### config.mk
export PLATFORM = sky130hd
export DESIGN_NAME = supv_reset_wdt
export DESIGN_NICKNAME = d
export VERILOG_FILES = /design/src/rtl/srw_pkg.sv /design/src/rtl/srw_tick.sv /design/src/rtl/srw_mr_filter.sv /design/src/rtl/srw_reset_ctl.sv /design/src/rtl/srw_watchdog.sv /design/src/rtl/supv_reset_wdt.sv
export SDC_FILE = /design/constraint.sdc
export NUM_CORES = 1
export LEC_CHECK = 0
export BUFFER_PORTS_ARGS = -buffer_cell sky130_fd_sc_hd__buf_2
export CAP_MARGIN = 40
export CELL_PAD_IN_SITES_DETAIL_PLACEMENT = 0
export CELL_PAD_IN_SITES_GLOBAL_PLACEMENT = 1
export CORE_MARGIN = 1.5
export CORE_UTILIZATION = 44
export CTS_BUF_LIST = sky130_fd_sc_hd__clkbuf_16
export CTS_CLUSTER_SIZE = 40
export DETAILED_ROUTE_END_ITERATION = 6
export PLACE_DENSITY = 0.88
export SETUP_SLACK_MARGIN = 0.3
export SYNTH_ARGS = -nofsm -noshare
export SYNTH_HDL_FRONTEND = slang
export SYNTH_SLANG_ARGS = --single-unit
### constraint.sdc
create_clock -name clk -period 2.4 [get_ports clk]
set_input_delay 0.36 -clock clk [delete_from_list [all_inputs] [get_ports clk]]
set_output_delay 0.36 -clock clk [all_outputs]
set_load 0.01 [all_outputs]
### src/rtl/srw_pkg.sv
package srw_pkg;

    typedef enum logic [1:0] {
        RS_HOLD    = 2'd0,
        RS_STRETCH = 2'd1,
        RS_RUN     = 2'd2
    } rst_state_e;

    typedef enum logic [1:0] {
        MR_UP     = 2'd0,
        MR_FILTER = 2'd1,
        MR_DOWN   = 2'd2
    } mr_state_e;

    typedef enum logic {
        WD_PARK  = 1'b0,
        WD_COUNT = 1'b1
    } wd_state_e;

endpackage

### src/rtl/srw_tick.sv
module srw_tick #(
    parameter int CLKS_PER_MS = 50000
) (
    input  logic clk,
    input  logic rst_n,
    output logic tick
);
    localparam int DW = (CLKS_PER_MS > 1) ? $clog2(CLKS_PER_MS) : 1;
    localparam logic [DW-1:0] LAST = DW'(CLKS_PER_MS - 1);

    logic [DW-1:0] div_q;

    always_ff @(posedge clk or negedge rst_n) begin
        if (!rst_n)             div_q <= '0;
        else if (div_q == LAST) div_q <= '0;
        else                    div_q <= div_q + 1'b1;
    end

    always_comb tick = (div_q == LAST);
endmodule

### src/rtl/srw_mr_filter.sv
module srw_mr_filter
    import srw_pkg::*;
#(
    parameter int DB_TICKS = 16
) (
    input  logic clk,
    input  logic rst_n,
    input  logic tick,
    input  logic mr_n,
    output logic mr_held
);
    localparam int DW = $clog2(DB_TICKS + 1);
    localparam logic [DW-1:0] LAST = DW'(DB_TICKS - 1);

    mr_state_e     st_q, st_d;
    logic [DW-1:0] cnt_q, cnt_d;

    always_comb begin
        st_d  = st_q;
        cnt_d = cnt_q;
        unique case (st_q)
            MR_UP: begin
                cnt_d = '0;
                if (!mr_n) st_d = MR_FILTER;            // press_seen
            end
            MR_FILTER: begin
                if (mr_n) begin
                    st_d  = MR_UP;                      // bounce
                    cnt_d = '0;
                end else if (tick) begin
                    if (cnt_q == LAST) st_d = MR_DOWN;  // filter_pass
                    else               cnt_d = cnt_q + 1'b1;
                end
            end
            MR_DOWN: begin
                if (mr_n) begin
                    st_d  = MR_UP;                      // release
                    cnt_d = '0;
                end
            end
            default: begin
                st_d  = MR_UP;
                cnt_d = '0;
            end
        endcase
    end

    always_ff @(posedge clk or negedge rst_n) begin
        if (!rst_n) begin
            st_q  <= MR_UP;
            cnt_q <= '0;
        end else begin
            st_q  <= st_d;
            cnt_q <= cnt_d;
        end
    end

    always_comb mr_held = (st_q == MR_DOWN);
endmodule

### src/rtl/srw_reset_ctl.sv
module srw_reset_ctl
    import srw_pkg::*;
#(
    parameter int RTO_MS0 = 50,
    parameter int RTO_MS1 = 200,
    parameter int RTO_MS2 = 400,
    parameter int RTO_MS3 = 800
) (
    input  logic       clk,
    input  logic       rst_n,
    input  logic       tick,
    input  logic       low_vcc,
    input  logic       mr_held,
    input  logic       wdt_to,
    input  logic [1:0] rto_code,
    output logic       rst_active
);
    localparam int M01  = (RTO_MS0 > RTO_MS1) ? RTO_MS0 : RTO_MS1;
    localparam int M23  = (RTO_MS2 > RTO_MS3) ? RTO_MS2 : RTO_MS3;
    localparam int RMAX = (M01 > M23) ? M01 : M23;
    localparam int CW   = $clog2(RMAX + 1);

    function automatic logic [CW-1:0] len_of(input logic [1:0] c);
        unique case (c)
            2'b00:   len_of = CW'(RTO_MS0);
            2'b01:   len_of = CW'(RTO_MS1);
            2'b10:   len_of = CW'(RTO_MS2);
            default: len_of = CW'(RTO_MS3);
        endcase
    endfunction

    rst_state_e    st_q, st_d;
    logic [CW-1:0] cnt_q, cnt_d;
    logic [CW-1:0] len_q, len_d;
    logic          cond;

    always_comb cond = low_vcc | mr_held;

    always_comb begin
        st_d  = st_q;
        cnt_d = cnt_q;
        len_d = len_q;
        unique case (st_q)
            RS_HOLD: begin
                if (!cond) begin                        // hold_to_stretch
                    st_d  = RS_STRETCH;
                    cnt_d = '0;
                    len_d = len_of(rto_code);
                end
            end
            RS_STRETCH: begin
                if (cond) begin
                    st_d = RS_HOLD;                     // any_to_hold
                end else if (tick) begin
                    if (cnt_q == len_q - 1'b1) st_d = RS_RUN;   // stretch_done
                    else                       cnt_d = cnt_q + 1'b1;
                end
            end
            RS_RUN: begin
                if (cond) begin
                    st_d = RS_HOLD;                     // any_to_hold
                end else if (wdt_to) begin              // wdt_restretch
                    st_d  = RS_STRETCH;
                    cnt_d = '0;
                    len_d = len_of(rto_code);
                end
            end
            default: st_d = RS_HOLD;
        endcase
    end

    always_ff @(posedge clk or negedge rst_n) begin
        if (!rst_n) begin
            st_q  <= RS_HOLD;
            cnt_q <= '0;
            len_q <= len_of(2'b00);
        end else begin
            st_q  <= st_d;
            cnt_q <= cnt_d;
            len_q <= len_d;
        end
    end

    always_comb rst_active = (st_q != RS_RUN);
endmodule

### src/rtl/srw_watchdog.sv
module srw_watchdog
    import srw_pkg::*;
#(
    parameter int WDT_MS0 = 1400,
    parameter int WDT_MS1 = 200,
    parameter int WDT_MS2 = 25
) (
    input  logic       clk,
    input  logic       rst_n,
    input  logic       tick,
    input  logic       hold_rst,
    input  logic [1:0] wdt_code,
    input  logic       kick,
    output logic       wdt_to
);
    localparam int M01  = (WDT_MS0 > WDT_MS1) ? WDT_MS0 : WDT_MS1;
    localparam int WMAX = (M01 > WDT_MS2) ? M01 : WDT_MS2;
    localparam int CW   = $clog2(WMAX + 1);

    function automatic logic [CW-1:0] lim_of(input logic [1:0] c);
        unique case (c)
            2'b01:   lim_of = CW'(WDT_MS1);
            2'b10:   lim_of = CW'(WDT_MS2);
            default: lim_of = CW'(WDT_MS0);
        endcase
    endfunction

    wd_state_e     st_q, st_d;
    logic [CW-1:0] cnt_q, cnt_d;
    logic [CW-1:0] lim_q, lim_d;
    logic          kick_q, kick_edge, park, fire;

    always_comb kick_edge = kick ^ kick_q;
    always_comb park      = hold_rst | (wdt_code == 2'b11);

    always_comb begin
        st_d  = st_q;
        cnt_d = cnt_q;
        lim_d = lim_q;
        fire  = 1'b0;
        unique case (st_q)
            WD_PARK: begin
                cnt_d = '0;
                lim_d = lim_of(wdt_code);
                if (!park) st_d = WD_COUNT;             // unpark
            end
            WD_COUNT: begin
                if (park) begin
                    st_d  = WD_PARK;                    // park
                    cnt_d = '0;
                end else if (kick_edge) begin
                    cnt_d = '0;
                    lim_d = lim_of(wdt_code);
                end else if (tick) begin
                    if (cnt_q == lim_q - 1'b1) begin
                        fire  = 1'b1;
                        cnt_d = '0;
                        lim_d = lim_of(wdt_code);
                    end else begin
                        cnt_d = cnt_q + 1'b1;
                    end
                end
            end
            default: st_d = WD_PARK;
        endcase
    end

    always_ff @(posedge clk or negedge rst_n) begin
        if (!rst_n) begin
            st_q   <= WD_PARK;
            cnt_q  <= '0;
            lim_q  <= lim_of(2'b00);
            kick_q <= 1'b0;
        end else begin
            st_q   <= st_d;
            cnt_q  <= cnt_d;
            lim_q  <= lim_d;
            kick_q <= kick;
        end
    end

    always_ff @(posedge clk or negedge rst_n) begin
        if (!rst_n) wdt_to <= 1'b0;
        else        wdt_to <= fire;
    end
endmodule

### src/rtl/supv_reset_wdt.sv
module supv_reset_wdt #(
    parameter int CLKS_PER_MS = 50000,
    parameter int DB_TICKS    = 16,
    parameter int RTO_MS0     = 50,
    parameter int RTO_MS1     = 200,
    parameter int RTO_MS2     = 400,
    parameter int RTO_MS3     = 800,
    parameter int WDT_MS0     = 1400,
    parameter int WDT_MS1     = 200,
    parameter int WDT_MS2     = 25
) (
    input  logic       clk,
    input  logic       rst_n,
    input  logic       low_vcc,
    input  logic       v2_low,
    input  logic       mr_n,
    input  logic       kick,
    input  logic [1:0] rto_code,
    input  logic [1:0] wdt_code,
    output logic       reset_hi,
    output logic       reset_n,
    output logic       wdt_to,
    output logic       v2_fail
);
    logic tick, mr_held, rst_active;

    srw_tick #(.CLKS_PER_MS(CLKS_PER_MS)) u_tick (
        .clk(clk), .rst_n(rst_n), .tick(tick)
    );

    srw_mr_filter #(.DB_TICKS(DB_TICKS)) u_mr (
        .clk(clk), .rst_n(rst_n), .tick(tick), .mr_n(mr_n), .mr_held(mr_held)
    );

    srw_reset_ctl #(
        .RTO_MS0(RTO_MS0), .RTO_MS1(RTO_MS1), .RTO_MS2(RTO_MS2), .RTO_MS3(RTO_MS3)
    ) u_rst (
        .clk(clk), .rst_n(rst_n), .tick(tick), .low_vcc(low_vcc),
        .mr_held(mr_held), .wdt_to(wdt_to), .rto_code(rto_code),
        .rst_active(rst_active)
    );

    srw_watchdog #(
        .WDT_MS0(WDT_MS0), .WDT_MS1(WDT_MS1), .WDT_MS2(WDT_MS2)
    ) u_wdt (
        .clk(clk), .rst_n(rst_n), .tick(tick), .hold_rst(rst_active),
        .wdt_code(wdt_code), .kick(kick), .wdt_to(wdt_to)
    );

    always_ff @(posedge clk or negedge rst_n) begin
        if (!rst_n) v2_fail <= 1'b0;
        else        v2_fail <= v2_low;
    end

    always_comb begin
        reset_hi = rst_active;
        reset_n  = ~rst_active;
    end
endmodule

# --- Word-level counts from Yosys, hierarchy flattened ---
# Cells that the tools add are included.
word_totals:
  register_bits: 71
  latch_bits: 0
  mem_bits_rw: 0
  rom_bits: 0
  inputBits: 10
  wordCells: 114
  mem_count: 0
op_classes:
  n_addsub: 6
  mul: 0
  n_div: 0
  order_cmp: 0
  n_eq_ne: 32
  shift: 0
  muxes: 48
  bitwise: 5
  reduce_logical: 11
ops:
  columns: ["op", "n"]
  rows:
  - ["2-to-1 mux 10 bit", 9]
  - ["2-to-1 mux 11 bit", 8]
  - ["case mux 11 bit (2 select lines)", 3]
  - ["case mux 10 bit (3 select lines)", 2]
  - ["2-to-1 mux 2 bit", 11]
  - ["2-to-1 mux 5 bit", 4]
  - ["case mux 10 bit (2 select lines)", 1]
  - ["!= test 2 bit, second input constant", 9]
  - ["adder 16 x 1 -> 16 bit, second input constant", 1]
  - ["== test 16 bit, second input constant", 1]
  - ["2-to-1 mux 16 bit", 1]
  - ["!= test 3 bit, second input constant", 4]
  - ["case mux 2 bit (3 select lines)", 2]
  - ["AND reduction 4 bit", 3]
  - ["adder 11 x 1 -> 11 bit, second input constant", 1]
  - ["== test 11 bit", 1]
  - ["subtractor 11 x 1 -> 11 bit, second input constant", 1]
  - ["adder 10 x 1 -> 10 bit, second input constant", 1]
  - ["== test 10 bit", 1]
  - ["== test 2 bit, second input constant", 5]
  - ["case mux 5 bit (2 select lines)", 1]
  - ["subtractor 10 x 1 -> 10 bit, second input constant", 1]
  - ["== test 2 x 1 -> 1 bit, second input constant", 4]
  - ["AND reduction 7 bit", 1]
  - ["other kinds (14)", 26]

# --- Logic depth before layout (Yosys ltp) ---
# Gate-level depths: netlist of run 1.
logic_depth:
  word_depth: 7
  mapped_depth: 8
  depth_no_buf: 8

# --- Cells and area by module ---
# A second synthesis of run 1 with hierarchy kept.
hier_totals:
  cells_unflattened: 357
  area_unflattened_um2: 3592.2
modules_own_cells:
  columns: ["mod", "instances", "cells_each", "area_each_um2", "seq_area_each_um2"]
  rows:
  - ["srw_reset_ctl", 1, 140, 1320.0, 479.2]
  - ["srw_watchdog", 1, 110, 1104.8, 479.2]
  - ["srw_tick", 1, 67, 762.0, 400.4]
  - ["srw_mr_filter", 1, 38, 376.6, 175.2]
  - ["supv_reset_wdt", 1, 2, 28.8, 25.0]

# --- Worst setup path before layout of run 1 ---
# No wires, ideal clock.
synth_path:
  path_kind: "register -> register"
  startpoint: "reg u_rst.len_q[1]"
  endpoint: "reg u_rst.cnt_q[2]"
  t_arrival_ps: 2414
  required_time_ps: 2274
  slack_ps: -140
  path_stages_with_launch: 9
  synth_period_minus_slack_ps: 2540
  cell_sequence: "dfstp_2 inv_1 ha_1 or2b_1 a211o_1 a31o_2 a2111oi_4 nor2_2 a221o_1"
synth_between:
  elab_chain_cells: 4
synth_lines:
  columns: ["item", "line_no", "text"]
  rows:
  - ["from (decl)", "srw_reset_ctl.sv:34", "logic [CW-1:0] len_q, len_d;"]
  - ["from (signal assigned)", "srw_reset_ctl.sv:76", "len_q <= len_of(2'b00);"]
  - ["from (signal assigned)", "srw_reset_ctl.sv:80", "len_q <= len_d;"]
  - ["subtractor 10 x 1 -> 10 bit", "srw_reset_ctl.sv:55", "if (cnt_q == len_q - 1'b1) st_d = RS_RUN;"]
  - ["== test 10 bit", "srw_reset_ctl.sv:55", null]
  - ["!= test 2 bit (no line)", null, null]
  - ["AND reduction 7 bit (no line)", null, null]
  - ["to (signal assigned)", "srw_reset_ctl.sv:79", "cnt_q <= cnt_d;"]
  - ["to (decl)", "srw_reset_ctl.sv:33", "logic [CW-1:0] cnt_q, cnt_d;"]
# Every way passes these cells.
# A chain may end at the register's enable or synchronous reset.

# --- Final worst setup path of run 1 ---
layout_path:
  startpoint: "reg u_rst.len_q[1]"
  endpoint: "reg u_rst.cnt_q[3]"
# The elaborated chain is that of the path after synthesis.

==> results.yml, run 1 <==
global_routing:
  grt_overflow_total: 0
  antenna_found_initial: 0
  grt_pass1_vias: 2600
  grt_max_degree: 63
  grt_pass1_wl_um: 11980
  grt_util_all_layers_pct: 17.94
synthesis:
  syn_inst: 344
  synthTopCellsByArea: "dfrtp_1 (41%), ha_1 (5.4%), xor2_1 (5.1%)"
  yosysMostFrequentCell: "dfrtp_1"
  syn-cell-area_sq_um: 3452
  ys_ff_latch: 62
  ys.flop_type: "dfrtp_1"
  yosysTopAreaCell: "dfrtp_1"
  synth-edff-count: 0
  ys_warn_count: 0
  synth_sequential_area_ratio_pct: 45.16
  synth_top_cell_area_share_pct: 40.59
  syn-num-nets: 369
  yosysUniqueCellTypes: 51
  synth_commonest_cells: "dfrtp_1 (56), nand2_1 (37), nor2_1 (34)"
  async_flop_share_pct: 100.0
  postSynthAreaPerCell_sq_um: 10.04
critical_path:
  critical_path.top_delay_family: "compound AO/OA/AOI/OAI gates"
  path_depth: 8
  cp.arrival_ns: 2.67
  ff2ff_setup_slack_ns: -0.009
  crit_required_ns: 2.66
  path_max_fanout: 5
  slowest_delay_ns: 0.53
  cp-end-kind: "flip-flop"
  cp_slowest_cell: "dfstp_2"
  cp_num_buf_inv: 1
  worstSetupPathType: "flip-flop to flip-flop"
  worstRegToRegCells: 8
  startpoint_type: "flip-flop"
  worstPathCellList: "inv_2 > ha_4 > or2b_1 > a211o_1 > a31o_4 > a2111o_1 > a21oi_4 > a221o_1"
routing:
  drt-vias-per-instance: 5.348
  wl_per_cell_um: 14.52
  drc: 0
  detail-route-antenna-nets: 0
  via_count: 2610
  drt_pass1_iterations: 4
  drtIter0Drc: 88
  wl_um: 7084
sta:
  drv_slew: 0
  rsz0062_at_grt: "true"
  fin_ws_ns: -0.008639
  fmax_ghz: 0.4152
  fin_skew_ns: 0.008997
  timing.final.hold_violations: 0
  setup_viol: 3
  worstMarginPinSlew_ns: 0.4761
  period_minus_slack_ns: 2.409
  relSlewSlack_pct: 68.26
  finalCritPeriodShare_pct: 100.4
  setup_tns_ns: -0.01218
placement:
  hpwl_um: 4701
  gp_congestion: 0.7697
  placed_cells_incl_taps: 461
  portBuffers: 13
  dpl_cell_area_sq_um: 3749
run_status:
  violations: "setup timing"
  status: "finished, violations left"
floorplan:
  fp-row-count: 32
  start_util_pct: 45.14
  core_sq_um: 7647
  die_h_um: 91.58
  dieArea_sq_um: 8386
  die_w_um: 91.58
  pin_count: 14
final_layout:
  fin_util_pct: 54.29
  nets: 406
  n_antenna_cell: 0
  finalNonFillerCells: 488
  syn_to_final_growth_pct: 20.26
  postLayoutCellArea_sq_um: 4151
  layout-drive-gt1-share_pct: 21.24
power_and_ir_drop:
  p_total_uw: 2567
  leakagePower_uw: 0.001917
  powerDensity_nw_per_um2: 618.4
  peakVddDrop_mv: 0.3325
clocking:
  cts_tree: "done"
  cts_buffer_depth: 2
  ctsHoldBuffers: 0
  cts-buffers-inserted: 9
  cts.sinks: 62
  clock-root-buffer: "clkbuf_16"
  htreeDepth: 3
  worstSkewPairLatency_ns: 0.33
  clk_pin_slew_ns: 0.05
flow_run:
  drv_cap: 0
worst_hold_path:
  hold_path_class: "primary input to async pin"
cell type report:
class	instances	area (sq um)
fillers	658	3496
multi-input cells	262	1909
flip-flops and latches	62	1559
repair buffers	32	244.0
clock buffers	9	225.2
well taps	102	127.6
inverters	14	52.55
clock inverters	7	33.78
per-layer routing:
| layer | global-route usage [%] | up-vias | part of all wire, % |
|---|---|---|---|
| li1 | - | 1303 | - |
| met1 | 22.65 | 1267 | 46 |
| met2 | 29.85 | 31 | 49 |
| met3 | 4.020 | 9 | 3.2 |
| met4 | 6.771 | 0 | 1.1 |
| met5 | 0 | - | 0 |
timing repair:
| action | CTS | global route |
|---|---|---|
| setup buffers | 3 | 7 |
| pin swaps | 2 | 3 |
| resized for setup | 2 | 14 |
| setup endpoints to repair | 18 | 21 |
| gates cloned | 1 | 0 |
registers in the layout, summed over array words and instances (netlist names):
signal and flops:
u_tick.div_q 16, u_wdt.cnt_q 11, u_rst.cnt_q 10, u_rst.len_q 7
u_mr.cnt_q 5, u_wdt.lim_q 5, u_mr.st_q 2, u_rst.st_q 2
u_wdt.kick_q 1, u_wdt.st_q 1, u_wdt.wdt_to 1, v2_fail 1
worst paths after layout:
path | start | endpoint
hold / removal | rst_n | u_tick.div_q[4]
setup / recovery | u_rst.len_q[1] | u_rst.cnt_q[3]
min in group clk | v2_low | v2_fail
setup reg to reg | u_rst.len_q[1] | u_rst.cnt_q[3]
max in group asynchronous | rst_n | u_wdt.lim_q[4]
hold reg to reg | u_mr.st_q[1] | u_mr.st_q[0]
where the power goes:
group          internal [uW]  switching, uW  leakage [uW]
Clock                    680            456      0.000135
Combinational            135            166      0.000967
Sequential              1090           39.3      0.000815
worst reg2reg max path: cells and delay by family (launching register included):
family,cells,cell delay (ns)
AO/OA/AOI/OAI,5,1.42
adder cells (fa/ha/maj),1,0.14
buffers and inverters,1,0.05
flip-flops,1,0.53
AND/OR/NAND/NOR,1,0.21
per-stage QoR:
stage / hold slack [ns] / setup WS [ns]
after CTS: 0.06206 / 0.01426
after detailed placement: 0.4124 / -0.01631
final: 0.02827 / -0.008639
after global placement: 0.3965 / 0.03428
after floorplan: 0.06441 / 0.04586
after global routing: 0.08205 / -0.07342
cells by family (layout without fill, tap and decap cells):
group / count (synthesis) / count (layout) / share of synthesized area (%)
compound gates: 48 / 49 / 11.96
xor+xnor: 33 / 33 / 8.373
mux: 10 / 10 / 3.117
simple gates: 155 / 155 / 23.67
flops: 62 / 62 / 45.16
buf+inv: 21 / 62 / 2.284
fa+ha+maj: 15 / 15 / 5.437
placed cells by master (no fill, tap or decap), types with 3 or more instances in the layout:
cell	instances
nand3_1	12
dfstp_2	6
nor3b_1	3
a22o_1	3
nor3_1	6
nand4_1	11
clkbuf_16	9
xor2_1	20
a21oi_1	7
nand2_1	37
clkinv_2	3
o21ai_0	9
mux2i_1	4
xnor2_1	13
buf_2	13
nor2_1	34
ha_1	13
nor2b_1	8
buf_6	3
mux2_4	4
a221o_1	8
a22oi_1	4
dfrtp_1	56
and3_1	12
buf_4	14
inv_1	14
No activity file was read; power rests on OpenSTA's default activity.
==> run 2, diff against run 1 <==
CORE_UTILIZATION = 53   (was 44)
PLACE_DENSITY = 0.95   (was 0.88)
clock period = 2.9 ns   (was 2.4 ns; I/O delays follow)
==> run 2 against run 1 <==
Compared with the run above: the run now ends clean; design area is 2.8% lower; clock power is 4% higher; via count is 0.38% lower; die area is 16% lower; critical path type unchanged.
==> results.yml, run 2 (synthesized netlist as in run 1, its figures left out) <==
run_status:
  status: "complete, no violations"
final_layout:
  layout_commonest_cell: "dfrtp_1"
  largest_register_ffs: 16
  n_antenna_cell: 0
  syn_to_final_growth_pct: 16.85
  reg.largest.list: "u_tick.div_q: 16 flops, u_wdt.cnt_q: 11 flops, u_rst.cnt_q: 10 flops"
  nets: 397
  final_cell_mix: "dfrtp_1 (56), nand2_1 (37), nor2_1 (34)"
  fillers: 529
  layout-drive-gt1-share_pct: 16.98
  regMostFlops: "u_tick.div_q"
  multi_input_area_sq_um: 1862
  postLayoutCellArea_sq_um: 4034
  finalNonFillerCells: 454
  seqCellArea_sq_um: 1559
routing:
  drt-vias-per-instance: 5.727
  wl_per_cell_um: 15.69
  drtIter0Drc: 237
  detail-route-antenna-nets: 0
  wl_um: 7121
  drt_pass1_iterations: 4
  via_count: 2600
  drc: 0
global_routing:
  grt_pass1_wl_um: 12080
  antenna_found_initial: 0
  grt_max_degree: 24
  grt_pass1_vias: 2612
  grt_overflow_total: 0
  grt_util_all_layers_pct: 21.71
clocking:
  cts_buffer_depth: 2
  htreeDepth: 3
  ctsHoldBuffers: 0
  cts_tree: "done"
  cts.sinks: 62
  worstSkewPairLatency_ns: 0.32
  clk_pin_slew_ns: 0.05
  cts-buffers-inserted: 9
  clock-root-buffer: "clkbuf_16"
floorplan:
  die_w_um: 83.71
  core_sq_um: 6314
  dieArea_sq_um: 7007
  fp-row-count: 29
  die_h_um: 83.71
  start_util_pct: 54.68
  pin_count: 14
sta:
  rsz0062_at_grt: "false"
  setup_tns_ns: 0
  worstMarginPinSlew_ns: 0.5562
  timing.final.hold_violations: 0
  drv_slew: 0
  finalCritPeriodShare_pct: 88.64
  relSlewSlack_pct: 62.84
  period_minus_slack_ns: 2.570
  setup_viol: 0
  fmax_ghz: 0.3890
  fin_skew_ns: 0.009177
placement:
  hpwl_um: 4610
  dpl_cell_area_sq_um: 3625
  placed_cells_incl_taps: 432
  portBuffers: 13
  gp_congestion: 0.8201
critical_path:
  worstPathCellList: "inv_1 > ha_4 > or2b_1 > a211o_1 > a31o_4 > a2111oi_4 > buf_4 > nor2_4 > a221o_1"
  worstSetupPathType: "flip-flop to flip-flop"
  cp_slowest_cell: "dfstp_2"
  cp.arrival_ns: 2.77
  slowest_delay_ns: 0.53
  crit_required_ns: 3.10
  cp-end-kind: "flip-flop"
  startpoint_type: "flip-flop"
  path_max_fanout: 5
power_and_ir_drop:
  leakagePower_uw: 0.001881
  powerDensity_nw_per_um2: 591.2
  peakVddDrop_mv: 0.5174
flow_run:
  drv_cap: 0
worst_hold_path:
  hold_path_class: "primary input to async pin"
==> run 2: cell count changes in the layout (fill, tap and decap cells not counted), sizes merged <==
cell	delta
bufinv	+3
nor2	+1
clkinv	-2
clkinvlp	-1
buf	-10
==> run 2: per-stage QoR <==
step	hold slack [ns]	setup slack, ns	total power, uW	utilization, %
final	0.09447	0.3295	2385	63.89
after detailed placement	0.4510	0.1338	1165	57.41
after global placement	0.4448	0.2479	1159	57.41
after global routing	0.1334	0.2768	2480	63.89
after CTS	0.1101	0.3470	2378	63.04
after floorplan	0.1394	0.3596	1094	-
==> run 2: cell type report <==
cell class | instances | area share, %
Multi-Input combinational cell | 263 | 46.15
Sequential cell | 62 | 38.65
Clock buffer | 9 | 5.583
Timing Repair Buffer | 22 | 3.288
Clock inverter | 7 | 2.636
Tap cell | 77 | 2.388
Inverter | 14 | 1.303
==> run 2: final timing paths <==
path | startpoint | end | slack, ns | cells after the start
max | u_rst.len_q[1] | u_rst.cnt_q[5] | 0.33 | 9
min | rst_n | u_rst.len_q[6] | 0.09 | 1
max reg2reg | u_rst.len_q[1] | u_rst.cnt_q[5] | 0.33 | 9
min reg2reg | u_mr.st_q[1] | u_mr.st_q[0] | 0.47 | 1
max in group asynchronous | rst_n | u_wdt.lim_q[6] | 2.04 | 2
min in group clk | v2_low | v2_fail | 0.22 | 1
==> run 2: power breakdown <==
group,internal (uW),leakage (uW),total [uW],switching [uW]
sequential,903,0.000815,938,34.8
combinational,109,0.000897,253,144
clock,828,0.000169,1190,366
==> run 2: metal layers <==
metal	up-vias	GRT usage [%]	wire length (um)
li1	1278	-	-
met1	1254	28.49	3309
met2	59	34.09	3383
met3	9	6.429	340
met4	0	8.346	89
met5	-	0	0
==> run 2: repair_timing <==
item | CTS | global route
pin swaps | 4 | 10
setup buffers | 1 | 3
cloned | 1 | 1
setup endpoints to repair | 9 | 9
resized for setup | 2 | 4
==> run 2: critical path: cells and delay by family, from the launching register on <==
family                     cells  cell delay (ns)
AOI/OAI and AO/OA              4             1.18
adders and majority gates      1             0.18
buffers and inverters          2             0.27
DFF                            1             0.53
and+or+nand+nor                2             0.29
